## config.mk

```make
export PLATFORM = sky130hd
export DESIGN_NAME = dram_wap_tracker
export DESIGN_NICKNAME = d
export VERILOG_FILES = /design/src/rtl/dwt_pkg.sv /design/src/rtl/dwt_rst_sync.sv /design/src/rtl/dwt_len_calc.sv /design/src/rtl/dwt_wr_seq.sv /design/src/rtl/dwt_rc_timer.sv /design/src/rtl/dram_wap_tracker.sv
export SDC_FILE = /design/constraint.sdc
export NUM_CORES = 1
export LEC_CHECK = 0
export ABC_AREA = 1
export CAP_MARGIN = 20
export CELL_PAD_IN_SITES_DETAIL_PLACEMENT = 0
export CELL_PAD_IN_SITES_GLOBAL_PLACEMENT = 1
export CORE_MARGIN = 1.5
export CORE_UTILIZATION = 39
export DETAILED_ROUTE_END_ITERATION = 8
export HOLD_SLACK_MARGIN = 0.06
export PLACE_DENSITY = 0.83
export SLEW_MARGIN = 20
export SYNTH_ARGS = -nofsm -noshare
export SYNTH_HDL_FRONTEND = slang
export SYNTH_HIERARCHICAL = 1
export SYNTH_SLANG_ARGS = --single-unit
```

## constraint.sdc

```tcl
create_clock -name clk -period 1.8 [get_ports clk]
set_input_delay 0.27 -clock clk [delete_from_list [all_inputs] [get_ports clk]]
set_output_delay 0.27 -clock clk [all_outputs]
set_load 0.02 [all_outputs]
```

## src/rtl/dwt_pkg.sv

```systemverilog
package dwt_pkg;

  typedef enum logic [1:0] {
    SEQ_IDLE     = 2'd0,
    SEQ_PRE_WAIT = 2'd1,
    SEQ_RP_WAIT  = 2'd2
  } seq_state_e;

endpackage

```

## src/rtl/dwt_rst_sync.sv

```systemverilog
module dwt_rst_sync (
  input  logic clk,
  input  logic rst_n,
  output logic rst_sync_n
);

  logic stage_q;
  logic out_q;

  always_ff @(posedge clk or negedge rst_n) begin
    if (!rst_n) begin
      stage_q <= 1'b0;
      out_q   <= 1'b0;
    end else begin
      stage_q <= 1'b1;
      out_q   <= stage_q;
    end
  end

  assign rst_sync_n = out_q;

endmodule

```

## src/rtl/dwt_len_calc.sv

```systemverilog
module dwt_len_calc #(
  parameter int CFG_W = 6,
  parameter int CNT_W = CFG_W + 2
) (
  input  logic [CFG_W-1:0] rd_lat_i,
  input  logic [CFG_W-1:0] burst_len_i,
  input  logic [CFG_W-1:0] wr_rec_i,
  input  logic [CFG_W-1:0] row_pre_i,
  output logic [CNT_W-1:0] pre_len_o,
  output logic [CNT_W-1:0] rp_len_o
);

  logic [CNT_W-1:0] wl_ext;
  logic [CNT_W-1:0] burst_cyc;
  logic [CNT_W-1:0] rec_ext;
  logic [CNT_W-1:0] sum;

  always_comb begin
    // write latency is one below read latency, never below 1
    if (rd_lat_i > CFG_W'(2)) begin
      wl_ext = CNT_W'(rd_lat_i) - CNT_W'(1);
    end else begin
      wl_ext = CNT_W'(1);
    end
    // double data rate: BL beats take BL/2 clocks, at least 1
    if (burst_len_i > CFG_W'(3)) begin
      burst_cyc = CNT_W'(burst_len_i >> 1);
    end else begin
      burst_cyc = CNT_W'(1);
    end
    rec_ext = CNT_W'(wr_rec_i);
    sum     = wl_ext + burst_cyc + rec_ext;
    pre_len_o = sum;
    if (row_pre_i == '0) begin
      rp_len_o = CNT_W'(1);
    end else begin
      rp_len_o = CNT_W'(row_pre_i);
    end
  end

endmodule

```

## src/rtl/dwt_wr_seq.sv

```systemverilog
module dwt_wr_seq
  import dwt_pkg::*;
#(
  parameter int CNT_W = 8
) (
  input  logic             clk,
  input  logic             rst_n,
  input  logic             start_i,
  input  logic [CNT_W-1:0] pre_len_i,
  input  logic [CNT_W-1:0] rp_len_i,
  output logic             pre_pulse_o,
  output logic             clear_o
);

  seq_state_e       state_q, state_d;
  logic [CNT_W-1:0] cnt_q, cnt_d;
  logic [CNT_W-1:0] rp_q, rp_d;
  logic             cnt_zero;
  logic             upd_en;

  assign cnt_zero = (cnt_q == '0);

  always_comb begin
    state_d = state_q;
    cnt_d   = cnt_q;
    rp_d    = rp_q;
    unique case (state_q)
      SEQ_IDLE: begin
        if (start_i) begin
          state_d = SEQ_PRE_WAIT;
          cnt_d   = pre_len_i - CNT_W'(1);
          rp_d    = rp_len_i;
        end
      end
      SEQ_PRE_WAIT: begin
        if (cnt_zero) begin
          state_d = SEQ_RP_WAIT;
          cnt_d   = rp_q - CNT_W'(1);
        end else begin
          cnt_d = cnt_q - CNT_W'(1);
        end
      end
      SEQ_RP_WAIT: begin
        if (cnt_zero) begin
          if (start_i) begin
            state_d = SEQ_PRE_WAIT;
            cnt_d   = pre_len_i - CNT_W'(1);
            rp_d    = rp_len_i;
          end else begin
            state_d = SEQ_IDLE;
          end
        end else begin
          cnt_d = cnt_q - CNT_W'(1);
        end
      end
      default: begin
        state_d = SEQ_IDLE;
        cnt_d   = '0;
      end
    endcase
  end

  assign upd_en = (state_q != SEQ_IDLE) || start_i;

  always_ff @(posedge clk or negedge rst_n) begin
    if (!rst_n) begin
      state_q <= SEQ_IDLE;
      cnt_q   <= '0;
      rp_q    <= '0;
    end else if (upd_en) begin
      state_q <= state_d;
      cnt_q   <= cnt_d;
      rp_q    <= rp_d;
    end
  end

  assign pre_pulse_o = (state_q == SEQ_PRE_WAIT) && cnt_zero;
  assign clear_o     = (state_q == SEQ_IDLE) ||
                       ((state_q == SEQ_RP_WAIT) && cnt_zero);

endmodule

```

## src/rtl/dwt_rc_timer.sv

```systemverilog
module dwt_rc_timer #(
  parameter int CFG_W = 6
) (
  input  logic             clk,
  input  logic             rst_n,
  input  logic             start_i,
  input  logic [CFG_W-1:0] len_i,
  output logic             ready_o
);

  logic [CFG_W-1:0] cnt_q, cnt_d;
  logic             cnt_en;

  always_comb begin
    cnt_d = cnt_q;
    if (start_i) begin
      cnt_d = (len_i == '0) ? '0 : len_i - CFG_W'(1);
    end else if (cnt_q != '0) begin
      cnt_d = cnt_q - CFG_W'(1);
    end
  end

  assign cnt_en = start_i || (cnt_q != '0);

  always_ff @(posedge clk or negedge rst_n) begin
    if (!rst_n) begin
      cnt_q <= '0;
    end else if (cnt_en) begin
      cnt_q <= cnt_d;
    end
  end

  assign ready_o = (cnt_q == '0);

endmodule

```

## src/rtl/dram_wap_tracker.sv

```systemverilog
module dram_wap_tracker #(
  parameter int CFG_W = 6
) (
  input  logic             clk,
  input  logic             rst_n,
  input  logic             act_i,
  input  logic             wr_i,
  input  logic             ap_i,
  input  logic [CFG_W-1:0] cfg_rd_lat_i,
  input  logic [CFG_W-1:0] cfg_burst_len_i,
  input  logic [CFG_W-1:0] cfg_wr_rec_i,
  input  logic [CFG_W-1:0] cfg_row_pre_i,
  input  logic [CFG_W-1:0] cfg_row_cyc_i,
  output logic             act_ready_o,
  output logic             pre_start_o,
  output logic             busy_o,
  output logic             proto_err_o
);

  localparam int CNT_W = CFG_W + 2;

  logic             rst_core_n;
  logic [CNT_W-1:0] pre_len;
  logic [CNT_W-1:0] rp_len;
  logic             wr_clear;
  logic             rc_ready;
  logic             act_take;
  logic             wap_take;
  logic             err_q, err_d;

  dwt_rst_sync u_rst_sync (
    .clk        (clk),
    .rst_n      (rst_n),
    .rst_sync_n (rst_core_n)
  );

  dwt_len_calc #(.CFG_W(CFG_W), .CNT_W(CNT_W)) u_len_calc (
    .rd_lat_i    (cfg_rd_lat_i),
    .burst_len_i (cfg_burst_len_i),
    .wr_rec_i    (cfg_wr_rec_i),
    .row_pre_i   (cfg_row_pre_i),
    .pre_len_o   (pre_len),
    .rp_len_o    (rp_len)
  );

  assign wap_take = wr_i && ap_i && wr_clear;
  assign act_take = act_i && act_ready_o;

  dwt_wr_seq #(.CNT_W(CNT_W)) u_wr_seq (
    .clk         (clk),
    .rst_n       (rst_core_n),
    .start_i     (wap_take),
    .pre_len_i   (pre_len),
    .rp_len_i    (rp_len),
    .pre_pulse_o (pre_start_o),
    .clear_o     (wr_clear)
  );

  dwt_rc_timer #(.CFG_W(CFG_W)) u_rc_timer (
    .clk     (clk),
    .rst_n   (rst_core_n),
    .start_i (act_take),
    .len_i   (cfg_row_cyc_i),
    .ready_o (rc_ready)
  );

  assign act_ready_o = wr_clear && rc_ready;
  assign busy_o      = !wr_clear;

  assign err_d = act_i && !act_ready_o;

  always_ff @(posedge clk or negedge rst_core_n) begin
    if (!rst_core_n) begin
      err_q <= 1'b0;
    end else begin
      err_q <= err_d;
    end
  end

  assign proto_err_o = err_q;

endmodule

```

* Yosys cells after proc, flatten, opt, wreduce, memory -nomap -nowiden *
Cells that the tools add are included.

storage, ports and cells
  word-level logic and storage cells = 64
  output and inout bits = 4
  register bits = 27
  input port bits = 35

operators by class
  equality and inequality tests = 5
  mux-type cells = 18
  $lt $le $gt $ge = 2
  reduce and logical (&&, ||, !) cells = 24
  $add $sub $neg = 8

operators by type and width
  kind                                                count
  2-to-1 mux 8 bit                                    6
  2-to-1 mux 6 bit                                    4
  case mux 8 bit (3 select lines)                     1
  subtractor 8 x 1 -> 8 bit, second input constant    3
  logical NOT 6 bit                                   3
  case mux 8 bit (2 select lines)                     1
  > comparator 6 x 2 -> 1 bit, second input constant  2
  subtractor 6 x 1 -> 6 bit, second input constant    2
  adder 8 x 5 -> 8 bit                                1
  adder 8 x 6 -> 8 bit                                1
  logical NOT 8 bit                                   1
  logical AND 1 bit                                   7
  subtractor 6 x 1 -> 7 bit, second input constant    1
  2-to-1 mux 2 bit                                    3
  != test 2 x 1 -> 1 bit, second input constant       3
  case mux 2 bit (3 select lines)                     1
  nonzero test 2 bit                                  3
  nonzero test 6 bit                                  1
  2-to-1 mux 5 bit                                    1
  AND reduction 4 bit                                 1
  logical OR 1 bit                                    3
  AND reduction 3 bit                                 1
  == test 2 x 1 -> 1 bit, second input constant       1
  == test 2 bit, second input constant                1
  other kinds (4)                                     5

* Longest topological paths before layout *
  depth in word-level cells = 8
  depth in mapped cells = 23
  depth with buffers taken out = 23

* Hierarchy *
The synthesis kept the hierarchy.

by module, submodules not included
  module            instances  cells an instance  sequential area each (sq um)  area each (sq um)
  dwt_wr_seq        1          223                450.4                         1,447.6
  dwt_len_calc      1          110                0.0                           699.4
  dwt_rc_timer      1          73                 150.1                         505.5
  dram_wap_tracker  1          9                  25.0                          56.3
  dwt_rst_sync      1          3                  50.0                          53.8

* Worst setup path after synthesis *
OpenSTA, ideal clock, no wires.

  path kind = input port to flip-flop
  from = in cfg_rd_lat_i[0]
  to = reg u_wr_seq.cnt_q[7]
  path buffers = 0
  library setup time = 0.116 ns
  path slack = -1.250 ns
  required time = 1.684 ns
  stages on the path = 23
  data arrival time = 2.934 ns
  path through = inv_1 ha_1 nor2_8 nor2_2 or2_1 inv_1 fa_1 ha_1 inv_1 fa_1 inv_1 nand2_1 nand2_1 nand2_1 xnor2_1 inv_1 nand2_1 nor2_1 nand2_1 nand2_1 nand3_1 nand3_1 nand2_1

on the way
  cells in the longest elaborated chain, start to end = 8
  elaborated cells between the ends (all ways) = 9
  those cells by class = add/sub (4); order compare (1); mux (4)

ends and longest elaborated chain
  item                                                                      RTL line                                RTL
  start: declaration                                                        dram_wap_tracker.sv:9                   input logic [CFG_W-1:0] cfg_rd_lat_i,
  subtractor 6 x 1 -> 7 bit or > comparator 6 x 2 -> 1 bit (tied branches)  dwt_len_calc.sv:21, dwt_len_calc.sv:20
  2-to-1 mux 8 bit (*)                                                      dwt_len_calc.sv:20                      if (rd_lat_i > CFG_W'(2)) begin
  adder 8 x 5 -> 8 bit (*)                                                  dwt_len_calc.sv:32                      sum = wl_ext + burst_cyc + rec_ext;
  adder 8 x 6 -> 8 bit (*)                                                  dwt_len_calc.sv:32
  named net pre_len[5]                                                      dram_wap_tracker.sv:23                  logic [CNT_W-1:0] pre_len;
  subtractor 8 x 1 -> 8 bit (*)                                             dwt_wr_seq.sv:31, dwt_wr_seq.sv:47
  2-to-1 mux 8 bit (*)                                                      dwt_wr_seq.sv:29, dwt_wr_seq.sv:45
  2-to-1 mux 8 bit                                                          dwt_wr_seq.sv:44                        if (cnt_zero) begin
  case mux 8 bit (3 select lines) (*)                                       dwt_wr_seq.sv:27                        unique case (state_q)
  end signal: assignment                                                    dwt_wr_seq.sv:72                        cnt_q <= cnt_d;
  end: declaration                                                          dwt_wr_seq.sv:16                        logic [CNT_W-1:0] cnt_q, cnt_d;

Mark *: on every way through the listed nets, which the timed path passes. The rest lies on a longest branch.
A chain may end at the register's enable or synchronous reset.

* Final worst setup path *
Ends and elaborated chain as after synthesis.

==> summary.md <==
| Metric | Value |
|---|---|
| Worst setup EP type | `flop` |
| Part of the cycle the worst path needs | `152.9%` |
| Pwr dens | `1207 mW/mm^2` |
| CTS tree | `done` |
| Post-synth top area cell | `dfrtp_1` |
| DRT Pass-1 Iters | `4` |
| Fmax | `about 360 MHz` |
| Finished Cell Area | `0.004148 mm^2` |
| Die W | `87.17 um` |
| Remaining DRCs | `0` |
| Final WL | `7169 um` |
| FFs w/ async S/R, synth | `100.0%` |
| Largest net degree at the start of global routing | `26` |
| Clock Tree Root | `clkbuf_8` |
| IO buf count | `37` |
| Required time worst endpoint | `between 2 and 2.5 ns` |
| Hold WS | `approximately 0.15 ns` |
| Cell Area, Synth | `between 0.002 and 0.003 mm^2` |
| DR vias/cell | `about 4.6` |
| Nets | `just under 600` |
| Post-Syn Instances | `about 420` |
| Yosys warnings | `6` |
| Sequential cell area fraction in the yosys report | `roughly a quarter` |
| Critical path endpoint | `u_wr_seq/cnt_q[7]` |
| Main synth FF type | `dfrtp_1` |
| Endpoints failing setup | `12` |
| Clock buffer depth | `2` |
| Clock Skew | `around 0.01 ns` |
| Clk_lat worst skew | `roughly 0.28 ns` |
| Cell Rows | `30` |
| Worst path arrival time | `2.98 ns` |
| Min Clock Period, post-route | `roughly 2.8 ns` |
| Worst-case reg-to-reg path depth | `12` |
| CTS H-tree depth | `1` |
| Worst R2R End | `u_wr_seq/cnt_q[4]` |
| CP max FO | `3` |
| Syn avg cell area | `6.609 um^2` |
| Area grow syn2layout | `50.14%` |
| Final setup TNS | `-5.757 ns` |
| Max Cap Violations | `0` |
| Detailed-route via count | `about 2900` |
| Die ar. | `~0.0076 mm^2` |
| Hold Path Class | `input pin to async pin` |
| CTS clk-pin slew, worst paths | `approximately 0.10 ns` |
| Synth cell types | `32` |
| Post-synthesis register bit count | `27` |
| Remaining antenna violation count | `0` |
| Reg2reg start | `u_wr_seq/cnt_q[0]` |
| Commonest cells post-synth | `nand2_1, inv_1, nand3_1` |
| Lkg Pwr | `2.079 nW` |
| Drt wl/cell | `11.62 um` |
| Ant diodes | `0` |
| Detail Placement HPWL | `~5500 um` |
| Fin. Hold Viols | `0` |
| Sink Count | `27` |
| Chip Height | `87.17 um` |
| Post-synth top area share | `between 20% and 30%` |
| R2r setup slk | `-0.03 ns` |
| Peak supply drop | `between 0.5 and 0.6 mV` |
| First-pass GRT wire length | `11360 um` |
| Routability Congestion | `approximately 0.9` |
| GRT Total Usage | `between 10% and 20%` |
| Total CTS buffers | `3` |
| Worst setup margin | `-0.9522 ns` |
| Status | `finished, violations left` |
| Initial Util | `roughly two fifths` |
| Nature of the critical path startpoint | `input pin` |
| Cts hold-fix bufs | `0` |
| CP Class | `input pin to flop` |
| Most common cell in the netlist | `nand2_1` |
| I/O pins | `39` |
| Initial DRC Count | `82` |
| Failing checks | `negative setup slack` |
| Max-slew violation count | `0` |
| Fraction of layout cells with a size suffix above 1 | `about a third` |
| Placed cell areas | `between 0.003 and 0.004 mm^2` |
| CP startpoint | `cfg_rd_lat_i[0]` |
| Vias in the first global route | `2748` |
| Core Region | `~0.0068 mm^2` |
| GRT overflow | `0` |
| Synth top area cells | `dfrtp_1, nand2_1, inv_1, nand3_1, ha_1` |
| EDFF count, synth | `0` |
| Initial antenna violation count | `0` |
| Unrepaired setup endpoints after global routing | `yes` |
## metrics by stage
stage	util (%)	power (mW)	instances	setup WS, ns
after floorplan	-	3.083	419	-1.016
after global placement	54.27	4.079	595	-1.640
after detailed placement	54.27	4.122	595	-1.716
after CTS	56.10	4.612	607	-1.017
after global routing	60.71	5.505	617	-1.123
final	60.71	5.007	617	-0.9522
## registers in the layout, summed over array words and instances (netlist names)
name	flops
u_wr_seq/rp_q	8
proto_err_o	1
u_rst_sync/rst_sync_n	1
u_wr_seq/cnt_q	8
u_wr_seq/state_q	2
u_rst_sync/stage_q	1
u_rc_timer/cnt_q	6
## worst max-delay path, cell delays in order
cell	delay, ns
buf_8	0.08
clkinvlp_4	0.13
ha_4	0.21
nor2_8	0.12
nor2_4	0.04
or2_1	0.21
inv_2	0.06
fa_1	0.45
ha_4	0.18
inv_2	0.05
fa_2	0.21
inv_2	0.05
buf_4	0.12
buf_4	0.12
buf_4	0.13
nand2_2	0.07
nand3_2	0.06
nand2_2	0.08
nand2_2	0.05
inv_1	0.05
nand3_1	0.07
nand3_1	0.07
nand3_1	0.06
nand2_1	0.06
## routing by layer
metal / part of all wire (%) / vias to the layer above / global-route usage [%] / wire (um)
li1: - / 1503 / - / -
met1: 45 / 1276 / 23.39 / 3210
met2: 51 / 67 / 33.83 / 3641
met3: 3.0 / 12 / 2.654 / 214
met4: 1.4 / 0 / 3.463 / 102
met5: 0 / - / 0 / 0
## cells by family after synthesis
logic type | count (synthesis) | share of synthesized area, %
flops | 27 | 24.46
xor+xnor | 6 | 1.903
simple gates | 241 | 42.21
compound gates | 35 | 6.793
buf+inv | 84 | 12.32
fa+ha+maj | 23 | 12.05
other cells | 2 | 0.2718
## what timing repair did
| item | 4_1_cts | 5_1_grt |
|---|---|---|
| resized for setup | 52 | 70 |
| buffers inserted | 8 | 13 |
| pin swaps | 23 | 36 |
| endpoints found under the setup margin | 20 | 23 |
## layout make-up
cell class | instances | area (um^2)
multi-input cells | 308 | 2061
flip-flops and latches | 27 | 675.6
fillers | 656 | 2684
well taps | 96 | 120.1
clock buffers | 4 | 45.04
inverters | 71 | 287.8
repair buffers | 111 | 958.4
## where the power goes
| part | internal, mW | switching, mW | total, mW | leakage, nW |
|---|---|---|---|---|
| combinational | 1.64 | 1.90 | 3.55 | 1.73 |
| clock | 0.159 | 0.196 | 0.354 | 0.0228 |
| sequential | 0.877 | 0.229 | 1.11 | 0.330 |
| total | 2.68 | 2.33 | 5.01 | 2.08 |
## layout by cell type (no fill, tap or decap), types with 2 or more instances in the layout
cell type / instances
buf_8: 2
inv_2: 15
nor2_4: 11
conb_1: 3
nand4_1: 7
clkbuf_8: 3
ha_1: 10
a21o_1: 4
nor3_1: 2
xnor2_1: 2
nand2_2: 18
buf_2: 4
buf_4: 66
or2_1: 2
buf_6: 9
nor3_4: 2
ha_4: 7
inv_1: 50
nand2_1: 88
clkinv_4: 2
nand3_1: 40
clkinvlp_4: 2
nand2_8: 2
o21ai_2: 5
a21oi_1: 10
nand2_4: 5
xor2_1: 2
dfrtp_1: 27
o21ai_0: 13
nor2_1: 40
fa_1: 5
nand3b_1: 3
nor2_8: 3
clkdlybuf4s50_1: 28
nor2_2: 5
nand3_2: 11
## worst min-delay path by stage
stage                                from                    end  slack [ns]
floorplan                           rst_n  u_rst_sync/rst_sync_n       -0.03
global placement    u_rst_sync/rst_sync_n    u_rc_timer/cnt_q[0]        0.24
detailed placement  u_rst_sync/rst_sync_n    u_rc_timer/cnt_q[0]        0.24
CTS                                 rst_n     u_rst_sync/stage_q        0.14
global route                        rst_n     u_rst_sync/stage_q        0.14
finish                              rst_n     u_rst_sync/stage_q        0.15
(Power assumes the default switching activity.)
